$ cat config.mk
export PLATFORM = sky130hd
export DESIGN_NAME = fdc_pd_wake_monitor
export DESIGN_NICKNAME = d
export VERILOG_FILES = /design/src/rtl/fdc_pd_pkg.sv /design/src/rtl/fdc_pd_access_decode.sv /design/src/rtl/fdc_pd_state_ctrl.sv /design/src/rtl/fdc_pd_wake_monitor.sv
export SDC_FILE = /design/constraint.sdc
export NUM_CORES = 1
export LEC_CHECK = 0
export BUFFER_PORTS_ARGS = -buffer_cell sky130_fd_sc_hd__buf_2
export CAP_MARGIN = 20
export CORE_AREA = 2 2 39 41
export CTS_BUF_LIST = sky130_fd_sc_hd__clkbuf_4
export CTS_CLUSTER_SIZE = 10
export DETAILED_ROUTE_END_ITERATION = 6
export DIE_AREA = 0 0 41 43
export PLACE_DENSITY_LB_ADDON = 0.08
export SETUP_SLACK_MARGIN = 0.5
export SKIP_CTS_REPAIR_TIMING = 1
export SLEW_MARGIN = 0
export SYNTH_ARGS = -nofsm -noshare
export SYNTH_HDL_FRONTEND = slang
export SYNTH_SLANG_ARGS = --single-unit
$ cat constraint.sdc
create_clock -name clk -period 1.4 [get_ports clk]
set_input_delay 0.14 -clock clk [delete_from_list [all_inputs] [get_ports clk]]
set_output_delay 0.14 -clock clk [all_outputs]
set_load 0.05 [all_outputs]
$ cat src/rtl/fdc_pd_pkg.sv
package fdc_pd_pkg;

    localparam int OFS_W     = 3;
    localparam int DATA_W    = 8;
    localparam int MOTOR_CNT = 4;

    // Register window offsets (behaviour depends on these)
    localparam logic [OFS_W-1:0] OFS_STAT_A  = 3'd0;
    localparam logic [OFS_W-1:0] OFS_STAT_B  = 3'd1;
    localparam logic [OFS_W-1:0] OFS_DRV_OUT = 3'd2;
    localparam logic [OFS_W-1:0] OFS_TAPE    = 3'd3;
    localparam logic [OFS_W-1:0] OFS_STAT_RT = 3'd4;
    localparam logic [OFS_W-1:0] OFS_FIFO    = 3'd5;
    localparam logic [OFS_W-1:0] OFS_SPARE   = 3'd6;
    localparam logic [OFS_W-1:0] OFS_IN_CFG  = 3'd7;

    // Bit positions inside written control bytes
    localparam int DRV_MOTOR_LO  = 4;
    localparam int DRV_RESET_N   = 2;
    localparam int RATE_RESET    = 7;
    localparam int RATE_SLEEP    = 6;

    typedef enum logic [1:0] {
        ST_ACTIVE = 2'd0,
        ST_ASLEEP = 2'd1,
        ST_WAKING = 2'd2
    } pd_state_e;

endpackage

$ cat src/rtl/fdc_pd_access_decode.sv
module fdc_pd_access_decode
    import fdc_pd_pkg::*;
#(
    parameter int P_OFS_W     = OFS_W,
    parameter int P_DATA_W    = DATA_W,
    parameter int P_MOTOR_CNT = MOTOR_CNT
) (
    input  logic [P_OFS_W-1:0]  reg_offset,
    input  logic                rd_stb,
    input  logic                wr_stb,
    input  logic [P_DATA_W-1:0] wr_data,
    input  logic                pd_enter,
    output logic                wake_hit,
    output logic                sleep_req
);

    localparam int MOTOR_HI = DRV_MOTOR_LO + P_MOTOR_CNT - 1;

    logic [P_MOTOR_CNT-1:0] motor_bits;
    logic                   motor_any;

    // Collect the motor enable field of a digital output write
    for (genvar gi = 0; gi < P_MOTOR_CNT; gi++) begin : g_motor
        assign motor_bits[gi] = wr_data[DRV_MOTOR_LO + gi];
    end
    assign motor_any = |motor_bits;

    // Classify the access of this cycle
    always_comb begin
        wake_hit  = 1'b0;
        sleep_req = pd_enter;
        unique case (reg_offset)
            OFS_STAT_RT: begin
                // read: status register, write: rate select
                if (rd_stb) begin
                    wake_hit = 1'b1;
                end
                if (wr_stb) begin
                    if (wr_data[RATE_RESET]) begin
                        wake_hit = 1'b1;
                    end
                    if (wr_data[RATE_SLEEP]) begin
                        sleep_req = 1'b1;
                    end
                end
            end
            OFS_FIFO: begin
                wake_hit = rd_stb | wr_stb;
            end
            OFS_DRV_OUT: begin
                if (wr_stb && (motor_any || !wr_data[DRV_RESET_N])) begin
                    wake_hit = 1'b1;
                end
            end
            default: begin
                wake_hit = 1'b0;
            end
        endcase
    end

    logic unused_hi;
    assign unused_hi = ^{MOTOR_HI};

endmodule

$ cat src/rtl/fdc_pd_state_ctrl.sv
module fdc_pd_state_ctrl
    import fdc_pd_pkg::*;
(
    input  logic clk,
    input  logic rst_n,
    input  logic wake_hit,
    input  logic sleep_req,
    output logic pd_status,
    output logic wake_pulse,
    output logic drive_if_en
);

    pd_state_e state_q;
    pd_state_e state_d;

    // State register
    always_ff @(posedge clk or negedge rst_n) begin
        if (!rst_n) begin
            state_q <= ST_ACTIVE;
        end else begin
            state_q <= state_d;
        end
    end

    // Transitions
    always_comb begin
        state_d = state_q;
        unique case (state_q)
            ST_ACTIVE: begin
                if (sleep_req) begin
                    state_d = ST_ASLEEP;
                end
            end
            ST_ASLEEP: begin
                if (wake_hit) begin
                    state_d = ST_WAKING;
                end
            end
            ST_WAKING: begin
                state_d = ST_ACTIVE;
            end
            default: begin
                state_d = ST_ACTIVE;
            end
        endcase
    end

    // Moore outputs
    always_comb begin
        pd_status   = 1'b0;
        wake_pulse  = 1'b0;
        drive_if_en = 1'b1;
        unique case (state_q)
            ST_ACTIVE: begin
                pd_status   = 1'b0;
                drive_if_en = 1'b1;
            end
            ST_ASLEEP: begin
                pd_status   = 1'b1;
                drive_if_en = 1'b0;
            end
            ST_WAKING: begin
                pd_status   = 1'b1;
                wake_pulse  = 1'b1;
                drive_if_en = 1'b0;
            end
            default: begin
                pd_status   = 1'b0;
                drive_if_en = 1'b1;
            end
        endcase
    end

endmodule

$ cat src/rtl/fdc_pd_wake_monitor.sv
module fdc_pd_wake_monitor
    import fdc_pd_pkg::*;
#(
    parameter int P_OFS_W  = OFS_W,
    parameter int P_DATA_W = DATA_W
) (
    input  logic                clk,
    input  logic                rst_n,
    input  logic [P_OFS_W-1:0]  reg_offset,
    input  logic                rd_stb,
    input  logic                wr_stb,
    input  logic [P_DATA_W-1:0] wr_data,
    input  logic                pd_enter,
    output logic                pd_status,
    output logic                wake_pulse,
    output logic                drive_if_en
);

    logic wake_hit;
    logic sleep_req;

    fdc_pd_access_decode #(
        .P_OFS_W     (P_OFS_W),
        .P_DATA_W    (P_DATA_W),
        .P_MOTOR_CNT (MOTOR_CNT)
    ) u_decode (
        .reg_offset (reg_offset),
        .rd_stb     (rd_stb),
        .wr_stb     (wr_stb),
        .wr_data    (wr_data),
        .pd_enter   (pd_enter),
        .wake_hit   (wake_hit),
        .sleep_req  (sleep_req)
    );

    fdc_pd_state_ctrl u_ctrl (
        .clk         (clk),
        .rst_n       (rst_n),
        .wake_hit    (wake_hit),
        .sleep_req   (sleep_req),
        .pd_status   (pd_status),
        .wake_pulse  (wake_pulse),
        .drive_if_en (drive_if_en)
    );

endmodule

# [Word-level counts from Yosys, hierarchy flattened]
# Cells that the tools add are included.
[totals] ff_bits=2 input_bits=16
[classes] n_eq_ne=7 n_reduce_logical=7 n_bitwise=1 mux=14
[op_table] op="1-bit 2-to-1 mux" n=10
[op_table] op="3-bit == test (second input constant)" n=2
[op_table] op="2-bit 2-to-1 mux" n=2
[op_table] op="2-bit case mux with 2 select lines" n=1
[op_table] op="4-bit OR reduction" n=1
[op_table] op="3-bit by 2-bit == test with 1-bit output (second input constant)" n=1
[op_table] op="1-bit case mux with 3 select lines" n=1
[op_table] op="2-bit by 1-bit == test with 1-bit output (second input constant)" n=1
[op_table] op="2-bit == test (second input constant)" n=1
[op_table] op="2-bit logical NOT" n=1
[op_table] op="2-bit by 1-bit inequality test with 1-bit output (second input constant)" n=1
[op_table] op="2-bit inequality test (second input constant)" n=1
[op_table] op="2-bit AND reduction" n=1
[op_table] op="2-bit OR reduction" n=1
[op_table] op="1-bit logical AND" n=1
[op_table] op="1-bit logical NOT" n=1
[op_table] op="1-bit logical OR" n=1
[op_table] op="1-bit bitwise OR" n=1

# [Longest topological paths before layout]
# Gate-level depths: netlist of run 1.
[logic_depth] word_depth=7 mapped_depth=6

# [Hierarchy]
# A second synthesis of run 1 with hierarchy kept.
[unflattened] cells_unflattened=26 area_unflattened_um2=237.7
[modules_own_cells] module="fdc_pd_state_ctrl" area_each_um2=166.4 seq_area_each_um2=50.0 cells_per_inst=15 instances=1
[modules_own_cells] module="fdc_pd_access_decode" area_each_um2=71.3 seq_area_each_um2=0.0 cells_per_inst=11 instances=1

# [Worst setup path before layout of run 1]
# OpenSTA, ideal clock, no wires.
[synth_path] path_type="register to register" start="register u_ctrl.state_q[0]" end="register u_ctrl.state_q[0]" arrival_time_ns=1.344 setup_slack_ns=-0.071 required_ns=1.272 n_path_buf=0 path_stages_with_launch=7 period_less_slack_ns=1.471 path_cell_list="dfrtp_1 -> inv_1 -> ha_1 -> inv_1 -> a311oi_1 -> a31oi_1 -> mux2_1"
[synth_via] elab_chain_len=3 word_cells_on_any_way=6 classes_between="eq/ne (3); mux (1); reduce/logical (2)"
[synth_rtl] item="from (decl)" line_no="fdc_pd_state_ctrl.sv:13" rtl="pd_state_e state_q;"
[synth_rtl] item="from (signal assigned)" line_no="fdc_pd_state_ctrl.sv:21" rtl="state_q <= state_d;"
[synth_rtl] item="2-bit by 1-bit == test with 1-bit output / 2-bit logical NOT (equally long branches)" line_no="fdc_pd_state_ctrl.sv:28" rtl="unique case (state_q)"
[synth_rtl] item="2-bit by 1-bit inequality test with 1-bit output (no line) / 2-bit inequality test (equally long branches)"
[synth_rtl] item="2-bit AND reduction (no line)"
# Parallel ways exist; a longest one is shown, timed or not.
# A chain may end at the register's enable or synchronous reset.

# [Worst setup path after layout of run 1]
[layout_path] start="register u_ctrl.state_q[1]" end="register u_ctrl.state_q[0]"
# Same word-level chain as after synthesis.

==> impl_metrics.yaml, run 1 <==
worst_setup_path:
  required_ns: 1.50
  slowest_stage: "dfrtp_1"
  r2r_end: "u_ctrl.state_q[0]"
  critPathLaunchType: "register"
  crit_chain: "inv_2 > ha_4 > inv_2 > a311oi_2 > a31oi_1 > mux2_1"
  critPathArrivalTime_ns: 1.49
  path_class: "register to register"
  crit_path_end: "u_ctrl.state_q[0]"
  end_kind: "register"
  crit_start: "u_ctrl.state_q[1]"
  r2r_start: "u_ctrl.state_q[1]"
  crit_path_max_fanout: 3
  worstRegToRegCells: 6
  r2r_slack_ns: 0.008
  crit_top_cell: "inv_2"
  slowest_delay_ns: 0.39
drt:
  detail-route-antenna-nets: 0
  drt_iter0_markers: 0
  drc_errors: 0
  vias: 233
  via_per_inst: 3.76
  dr.pass1.iters: 1
  routed_wl_um: 580
  wl_per_cell_um: 9.35
clocking:
  clock-sinks: 2
  cts_tree: "done"
  path_clk_slew_ns: 0.03
  cts_root_buf: "clkbuf_4"
  clock_latency_ns: 0.23
  cts_max_level: 1
  clock_path_buffers: 2
  cts_made_buffers: 3
pwr:
  p_sw_frac: 0.470
  ir_worst_vdd_mv: 1.14
  powerDensity_nw_per_um2: 2540
  power_switching_mw: 0.532
  internal_power_mw: 0.600
  leakage_nw: 0.211
  p_clk_frac: 0.116
  seq_power_share: 0.099
  power_mw: 1.13
  combPwrFrac: 0.785
floorplan:
  dieArea_sq_um: 1760
  core_area_sq_um: 1380
  fp-row-count: 14
  die_w_um: 41
  start_util: 0.156
  die_y_um: 43
  ios: 19
timing:
  final.setup_skew_ns: 0.00402
  setup_violations: 0
  fin_crit_sh: 0.995
  layout_setup_ws_ns: 0.00761
  slew_headroom: 0.833
  grt_setup_unrepaired: "true"
  hold_viol_final: 0
  worst_pin_slew_ns: 0.248
  timing.fmax_ghz: 0.718
  period_needed_ns: 1.39
  hold_ws_ns: 0.226
  slew_viol_final: 0
placed_design:
  dp_slack_ns: -0.141
  placed_cell_area_sq_um: 373
  finalWeightedCongestion: 0.636
  dp_hpwl_um: 490
  post-place-cells: 58
  numPortBuffers: 15
synth:
  yosysMostFrequentCell: "inv_1"
  yosys_warnings: 0
  async_flop_share: 1.00
  synth_edf_count: 0
  syn_area_per_cell_sq_um: 9.78
  yosysTopAreaCell: "dfrtp_1"
  synth_flop_cell: "dfrtp_1"
  yosys_register_bits: 2
  syn_nets: 42
  synth_cell_types: 14
  yosysTopAreaCellShare: 0.233
  synthCells: 22
  synth_common_cells: "5 x inv_1, 4 x ha_1, 2 x dfrtp_1"
  synth_area_sq_um: 215
  synth_area_leaders: "dfrtp_1 23%, ha_1 23%, inv_1 8.7%, o2111ai_2 7.0%, or4b_4 6.4%"
  ys_seq_area_frac: 0.233
hold_path:
  hold_path_class: "input port to async pin"
global_routing:
  antenna_found_initial: 0
  grt_pass1_vias: 218
  grt_pass1_wl_um: 800
  gr-usage-all-layers: 0.0731
  gr-total-overflow: 0
  grt_max_degree: 4
layout:
  regArea_sq_um: 50.0
  fin_area_sq_um: 445
  largest_reg_flops: 2
  nets: 68
  regMostFlops: "u_ctrl.state_q"
  reg_top3: "u_ctrl.state_q x2"
  drive_above_1_share: 0.717
  area_growth_pct: 107
  stdcell_count: 62
  diodes: 0
  fill_cells: 158
  multi_input_area_sq_um: 178
flow_run:
  max_cap_violations: 0
outcome:
  status: "finished, final reports clean"
power by group through the flow:
| stage | registers [mW] | logic, mW | clock network, mW |
|---|---|---|---|
| finish | 0.112 | 0.888 | 0.131 |
| global route | 0.117 | 0.944 | 0.143 |
| CTS | 0.113 | 0.694 | 0.141 |
| detailed placement | 0.111 | 0.688 | 0 |
| global placement | 0.114 | 0.690 | 0 |
| floorplan | 0.111 | 0.533 | 0 |
layout make-up:
| class | instances | share of cell area |
|---|---|---|
| Clock buffer | 3 | 0.0506 |
| Inverter | 5 | 0.0506 |
| Multi-Input combinational cell | 15 | 0.399 |
| Sequential cell | 2 | 0.112 |
| Tap cell | 16 | 0.0449 |
| Timing Repair Buffer | 21 | 0.343 |
metal layers:
| layer | part of all wire | track usage | up-vias |
|---|---|---|---|
| met5 | 0 | 0 | - |
| met4 | 0 | 0.0600 | 0 |
| met3 | 0.040 | 0.0314 | 0 |
| met2 | 0.55 | 0.103 | 5 |
| met1 | 0.41 | 0.0796 | 101 |
| li1 | - | - | 127 |
cells in the final DEF (no fill, tap or decap):
cell / synthesis / layout
a21oi_1: 1 / 1
a311oi_2: 0 / 1
a31oi_1: 1 / 1
buf_2: 0 / 12
buf_4: 0 / 5
buf_8: 0 / 3
clkbuf_4: 0 / 3
clkinvlp_4: 0 / 1
dfrtp_1: 2 / 2
dlygate4sd3_1: 0 / 1
ha_1: 4 / 2
ha_4: 0 / 2
inv_1: 5 / 1
inv_2: 0 / 3
mux2_1: 1 / 1
nor2b_1: 1 / 1
nor2b_2: 1 / 1
o2111ai_2: 1 / 1
o21a_1: 1 / 1
o21ai_0: 1 / 1
o22a_1: 1 / 1
or4b_4: 1 / 1
cell families after synthesis:
family                     Yosys count  synth area share
DFF                                  2             0.233
muxes                                1            0.0523
and+or+nand+nor                      3             0.134
adders and majority gates            4             0.233
AOI/OAI and AO/OA                    7             0.262
buffers and inverters                5            0.0872
stage by stage:
step / utilization / setup TNS (ns)
final: 0.322 / 0
after global routing: 0.322 / -0.0779
after CTS: 0.286 / -0.0170
after detailed placement: 0.269 / -0.141
after global placement: 0.269 / -0.143
after floorplan: - / 0
how the worst min path moves through the flow:
stage	startpoint	end	slack, ns	depth (start not counted)
6_report	rst_n	u_ctrl.state_q[1]	0.23	2
2_1_floorplan	rst_n	u_ctrl.state_q[0]	-0.16	0
5_1_grt	rst_n	u_ctrl.state_q[1]	0.24	2
3_3_place_gp	rst_n	u_ctrl.state_q[1]	-0.08	1
4_1_cts	rst_n	u_ctrl.state_q[1]	-0.32	1
3_5_place_dp	rst_n	u_ctrl.state_q[0]	-0.07	1
critical path: cells and delay by family (launching register included):
family | cells | cell delay [ns]
AOI/OAI and AO/OA | 2 | 0.29
adders and majority gates | 1 | 0.13
buffers and inverters | 2 | 0.13
DFF | 1 | 0.39
muxes | 1 | 0.32
Note: power is estimated with default switching activity, not from simulation.
==> run 2, diff against run 1 <==
--- a/config.mk
+++ b/config.mk
@@ -5,6 +5,7 @@
 export SDC_FILE = /design/constraint.sdc
 export NUM_CORES = 1
 export LEC_CHECK = 0
+export ABC_AREA = 1
 export BUFFER_PORTS_ARGS = -buffer_cell sky130_fd_sc_hd__buf_2
 export CAP_MARGIN = 20
 export CORE_AREA = 2 2 39 41
@@ -15,6 +16,7 @@
 export PLACE_DENSITY_LB_ADDON = 0.08
 export SETUP_SLACK_MARGIN = 0.5
 export SKIP_CTS_REPAIR_TIMING = 1
+export SKIP_LAST_GASP = 1
 export SLEW_MARGIN = 0
 export SYNTH_ARGS = -nofsm -noshare
 export SYNTH_HDL_FRONTEND = slang
==> run 2 against run 1 <==
Against the previous run:
- hold slack better by 0.0063 ns
- design area is 1.7% higher
- first-iteration DRC count is 5 higher
- non-clock buffer count is 2 lower
- setup slack better by 0.059 ns
- clock skew is 0.0028 ns lower
- synthesized cell count is 59% higher
- total power is 12% lower
- wire length is 5.5% higher
==> impl_metrics.yaml, run 2 <==
worst_setup_path:
  end_kind: "output pin"
  slowest_delay_ns: 0.40
  slowest_stage: "dfrtp_1"
  path_class: "register to output pin"
  critPathLaunchType: "register"
  cp_num_buf_inv: 3
  crit_path_max_fanout: 3
  crit_family: "flip-flops"
  crit_chain: "inv_2 > ha_4 > clkinvlp_4 > buf_6"
  required_ns: 1.26
  critPathArrivalTime_ns: 1.19
floorplan:
  ios: 19
  die_y_um: 43
  dieArea_sq_um: 1760
  start_util: 0.183
  die_w_um: 41
  fp-row-count: 14
  core_area_sq_um: 1380
global_routing:
  gr-total-overflow: 0
  grt_max_degree: 4
  gr-usage-all-layers: 0.0642
  grt_pass1_wl_um: 765
  antenna_found_initial: 0
  grt_pass1_vias: 240
placed_design:
  finalWeightedCongestion: 0.661
  post-place-cells: 66
  numPortBuffers: 15
drt:
  drc_errors: 0
  drt_iter0_markers: 5
  detail-route-antenna-nets: 0
  top_layer: "met3"
  vias: 302
  wl_met1_um: 262
  via_per_inst: 4.14
  wl_per_cell_um: 8.38
  wl_met3_um: 39
  routed_wl_um: 612
  met2_length_um: 310
  dr.pass1.iters: 2
layout:
  fill_cells: 162
  largest_reg_flops: 2
  regArea_sq_um: 50.0
  area_growth_pct: 79.2
  final_common_cell: "buf_2"
  stdcell_count: 73
  reg_top3: "u_ctrl.state_q x2"
  diodes: 0
  regMostFlops: "u_ctrl.state_q"
  drive_above_1_share: 0.561
  nets: 79
  multi_input_area_sq_um: 200
  layout_common_cells: "12 x buf_2, 7 x nand2_1, 5 x nand3_1"
timing:
  grt_setup_unrepaired: "true"
  timing.fmax_ghz: 0.750
  setup_violations: 0
  slew_headroom: 0.897
  period_needed_ns: 1.33
  final.setup_skew_ns: 0.00119
  tns_ns: 0
  worst_pin_slew_ns: 0.154
  hold_viol_final: 0
  slew_viol_final: 0
  fin_crit_sh: 0.952
synth:
  async_flop_share: 1.00
  ys_seq_area_frac: 0.198
  synth_flop_cell: "dfrtp_1"
  synth_cell_types: 13
  synth_edf_count: 0
  syn_nets: 55
  syn_area_per_cell_sq_um: 7.22
  yosysTopAreaCell: "dfrtp_1"
  yosysTopAreaCellShare: 0.198
  yosys_warnings: 0
  synth_area_leaders: "dfrtp_1 20%, ha_1 20%, inv_1 10%, nand2_1 10%, nand3_1 9.9%"
  yosys_register_bits: 2
  synth_area_sq_um: 253
  synth_common_cells: "7 x inv_1, 7 x nand2_1, 5 x nand3_1"
  synthCells: 35
pwr:
  ir_worst_vdd_mv: 1.40
  leakage_nw: 0.228
  powerDensity_nw_per_um2: 2200
clocking:
  cts_root_buf: "clkbuf_4"
  path_clk_slew_ns: 0.03
  clock_latency_ns: 0.22
  cts_max_level: 1
  cts_made_buffers: 3
  clock_path_buffers: 2
  cts_tree: "done"
  clock-sinks: 2
flow_run:
  max_cap_violations: 0
outcome:
  status: "finished, final reports clean"
hold_path:
  hold_path_class: "input port to async pin"
run 2: changes by cell type after synthesis, moves of 2 or more:
cell,delta
nand2_1,+7
nand3_1,+5
nor2_1,+3
inv_1,+2
run 2: cells by family after synthesis:
group           after synthesis  share of synthesized area
simple gates                 20                      0.465
buf+inv                       8                      0.119
fa+ha+maj                     4                      0.198
flops                         2                      0.198
compound gates                1                     0.0198
run 2: power breakdown:
| group | switching, mW | internal, mW | total [mW] |
|---|---|---|---|
| Clock | 0.0321 | 0.0945 | 0.127 |
| Combinational | 0.439 | 0.316 | 0.755 |
| Sequential | 0.0297 | 0.0860 | 0.116 |
run 2: area by class of cell:
class	count	share of cell area
Clock buffer	3	0.0497
Inverter	8	0.0746
Multi-Input combinational cell	25	0.442
Sequential cell	2	0.110
Tap cell	16	0.0442
Timing Repair Buffer	19	0.279
run 2: final timing paths:
path | slack [ns] | startpoint | depth (start not counted) | endpoint
worst max-delay path | 0.07 | u_ctrl.state_q[1] | 4 | drive_if_en
worst min-delay path | 0.23 | rst_n | 2 | u_ctrl.state_q[1]
worst max register to register | 0.26 | u_ctrl.state_q[1] | 7 | u_ctrl.state_q[1]
worst min register to register | 0.56 | u_ctrl.state_q[1] | 2 | u_ctrl.state_q[1]
max in group asynchronous | 1.07 | rst_n | 2 | u_ctrl.state_q[0]
min in group clk | 0.29 | pd_enter | 4 | u_ctrl.state_q[1]
run 2: metrics by stage:
| stage | total power, mW | utilization | hold slack (ns) | instance area [sq um] | setup WS, ns |
|---|---|---|---|---|---|
| 5_1_grt | 1.06 | 0.327 | 0.240 | 453 | 0.0356 |
| 3_5_place_dp | 0.702 | 0.263 | -0.0729 | 364 | 0.257 |
| 4_1_cts | 0.840 | 0.279 | -0.314 | 387 | 0.00984 |
| 6_report | 0.997 | 0.327 | 0.232 | 453 | 0.0669 |
| 3_3_place_gp | 0.709 | 0.263 | -0.0737 | 364 | 0.250 |
| 2_1_floorplan | 0.632 | - | -0.156 | 269 | 0.199 |
run 2: metal layers:
metal  global-route usage  vias to the layer above
met1               0.0641                      137
met5                    0                        -
met2                0.109                       10
met4               0.0400                        0
li1                     -                      155
met3               0.0157                        0
run 2: worst reg2reg max path: stages (launching register included):
cell	delay [ns]
dfrtp_1	0.40
inv_2	0.08
buf_4	0.14
ha_4	0.16
nand4_4	0.09
nand2_2	0.06
nand2_1	0.06
nand2_1	0.05
==> run 3, diff against run 2 <==
--- a/config.mk
+++ b/config.mk
@@ -20,4 +20,5 @@
 export SLEW_MARGIN = 0
 export SYNTH_ARGS = -nofsm -noshare
 export SYNTH_HDL_FRONTEND = slang
+export SYNTH_HIERARCHICAL = 1
 export SYNTH_SLANG_ARGS = --single-unit
==> run 3 against run 2 <==
Against the previous run:
- die area did not move
- design area down 3.0%
- critical path depth did not move
- clock power shrank 3%
- sequential power is essentially flat
- largest cell class unchanged
==> impl_metrics.yaml, run 3 <==
timing:
  hold_viol_final: 0
  final.setup_skew_ns: 0.00296
  grt_setup_unrepaired: "true"
  layout_setup_ws_ns: 0.0773
  slew_headroom: 0.906
  timing.fmax_ghz: 0.756
  fin_crit_sh: 0.945
  slew_viol_final: 0
  hold_ws_ns: 0.234
  period_needed_ns: 1.32
  setup_violations: 0
  worst_pin_slew_ns: 0.141
floorplan:
  fp-row-count: 14
  die_y_um: 43
  ios: 19
  dieArea_sq_um: 1760
  core_area_sq_um: 1380
  start_util: 0.186
  die_w_um: 41
clocking:
  clock_latency_ns: 0.22
  clock_path_buffers: 2
  path_clk_slew_ns: 0.03
  cts_made_buffers: 3
  cts_root_buf: "clkbuf_4"
  clock-sinks: 2
  cts_max_level: 1
  cts_tree: "done"
layout:
  area_growth_pct: 70.4
  reg_top3: "u_ctrl/state_q x2"
  largest_reg_flops: 2
  final_core_util: 0.317
  final_common_cell: "buf_2"
  regMostFlops: "u_ctrl/state_q"
  nets: 84
  diodes: 0
  drive_above_1_share: 0.508
  layout_common_cells: "12 x buf_2, 7 x nand2_1, 6 x nand3_1"
worst_setup_path:
  r2r_start: "u_ctrl/state_q[0]"
  worstRegToRegCells: 7
  r2r_end: "u_ctrl/state_q[1]"
  crit_path_max_fanout: 4
  critPathArrivalTime_ns: 1.18
  required_ns: 1.26
  path_class: "register to output pin"
  end_kind: "output pin"
  critPathLaunchType: "register"
  r2r_slack_ns: 0.18
drt:
  vias: 285
  detail-route-antenna-nets: 0
  drc_errors: 0
  routed_wl_um: 597
  wl_per_cell_um: 7.75
  via_per_inst: 3.70
  dr.pass1.iters: 1
  drt_iter0_markers: 0
global_routing:
  gr-usage-all-layers: 0.0792
  gr-total-overflow: 0
  antenna_found_initial: 0
  grt_pass1_vias: 256
  grt_pass1_wl_um: 924
  grt_max_degree: 5
synth:
  yosys_register_bits: 2
  synth_area_sq_um: 258
  synth_flop_cell: "dfrtp_1"
  synthCells: 39
  async_flop_share: 1.00
  ys_seq_area_frac: 0.194
  synth_cell_types: 11
  syn_area_per_cell_sq_um: 6.61
  yosysTopAreaCellShare: 0.243
  synth_edf_count: 0
  yosysTopAreaCell: "ha_1"
  synth_common_cells: "7 x inv_1, 7 x nand2_1, 6 x nand3_1"
  syn_nets: 60
  yosys_warnings: 6
  synth_area_leaders: "ha_1 24%, dfrtp_1 19%, nand3_1 12%, inv_1 10%, nand2_1 10%"
pwr:
  leakage_nw: 0.247
  ir_worst_vdd_mv: 1.43
  power_mw: 0.946
  powerDensity_nw_per_um2: 2150
flow_run:
  max_cap_violations: 0
outcome:
  status: "finished, final reports clean"
placed_design:
  dp_slack_ns: 0.230
  finalWeightedCongestion: 0.606
  dp_hpwl_um: 478
  numPortBuffers: 15
hold_path:
  hold_path_class: "input port to async pin"
run 3: changes by cell type after synthesis:
cell / delta
nand2_2: +3
a21o_1: +1
ha_1: +1
nand3_1: +1
nand3b_2: -1
nand4_1: -1
nand4_4: -1
nor2_1: +1
nor2_2: +1
nor3_2: -1
run 3: where the power goes:
group          total [mW]  internal (mW)  switching, mW
sequential          0.115         0.0860         0.0294
combinational       0.707          0.285          0.423
clock               0.123         0.0942         0.0289
total               0.946          0.465          0.481
run 3: layout make-up:
| cell class | instances | area (sq um) |
|---|---|---|
| Sequential cell | 2 | 50.0 |
| Multi-Input combinational cell | 29 | 190 |
| Clock buffer | 3 | 22.5 |
| Tap cell | 16 | 20.0 |
| Fill cell | 152 | 945 |
| Timing Repair Buffer | 19 | 123 |
| Inverter | 8 | 33.8 |
run 3: cell families (layout without fill, tap and decap cells):
kind of cell,after synthesis,in the layout,share of synthesized area
adder cells (fa/ha/maj),5,5,0.243
flip-flops,2,2,0.194
AND/OR/NAND/NOR,22,22,0.398
AO/OA/AOI/OAI,2,2,0.0485
buffers and inverters,8,30,0.117
run 3: per-layer routing:
metal  track usage  routed length (um)  part of all wire
met1        0.0863                 248              0.42
met2         0.125                 320              0.54
met3             0                  29             0.049
met4        0.0800                   0                 0
met5             0                   0                 0
run 3: worst max-delay path, cell delays in order (launching register included):
cell        delay [ns]
dfrtp_1           0.39
inv_2             0.09
ha_4              0.28
clkinvlp_4        0.07
buf_6             0.14
run 3: how the worst max path moves through the flow:
stage | from | end
floorplan | u_ctrl/state_q[0] | drive_if_en
global placement | u_ctrl/state_q[1] | drive_if_en
detailed placement | u_ctrl/state_q[1] | drive_if_en
CTS | u_ctrl/state_q[1] | drive_if_en
global route | u_ctrl/state_q[0] | drive_if_en
finish | u_ctrl/state_q[1] | drive_if_en
run 3: metrics by stage:
step,TNS [ns],area [sq um],std cells
6_report,0,439,77
5_1_grt,0,439,77
3_5_place_dp,0,369,70
3_3_place_gp,0,369,70
4_1_cts,-0.00671,392,73
2_1_floorplan,0,274,39
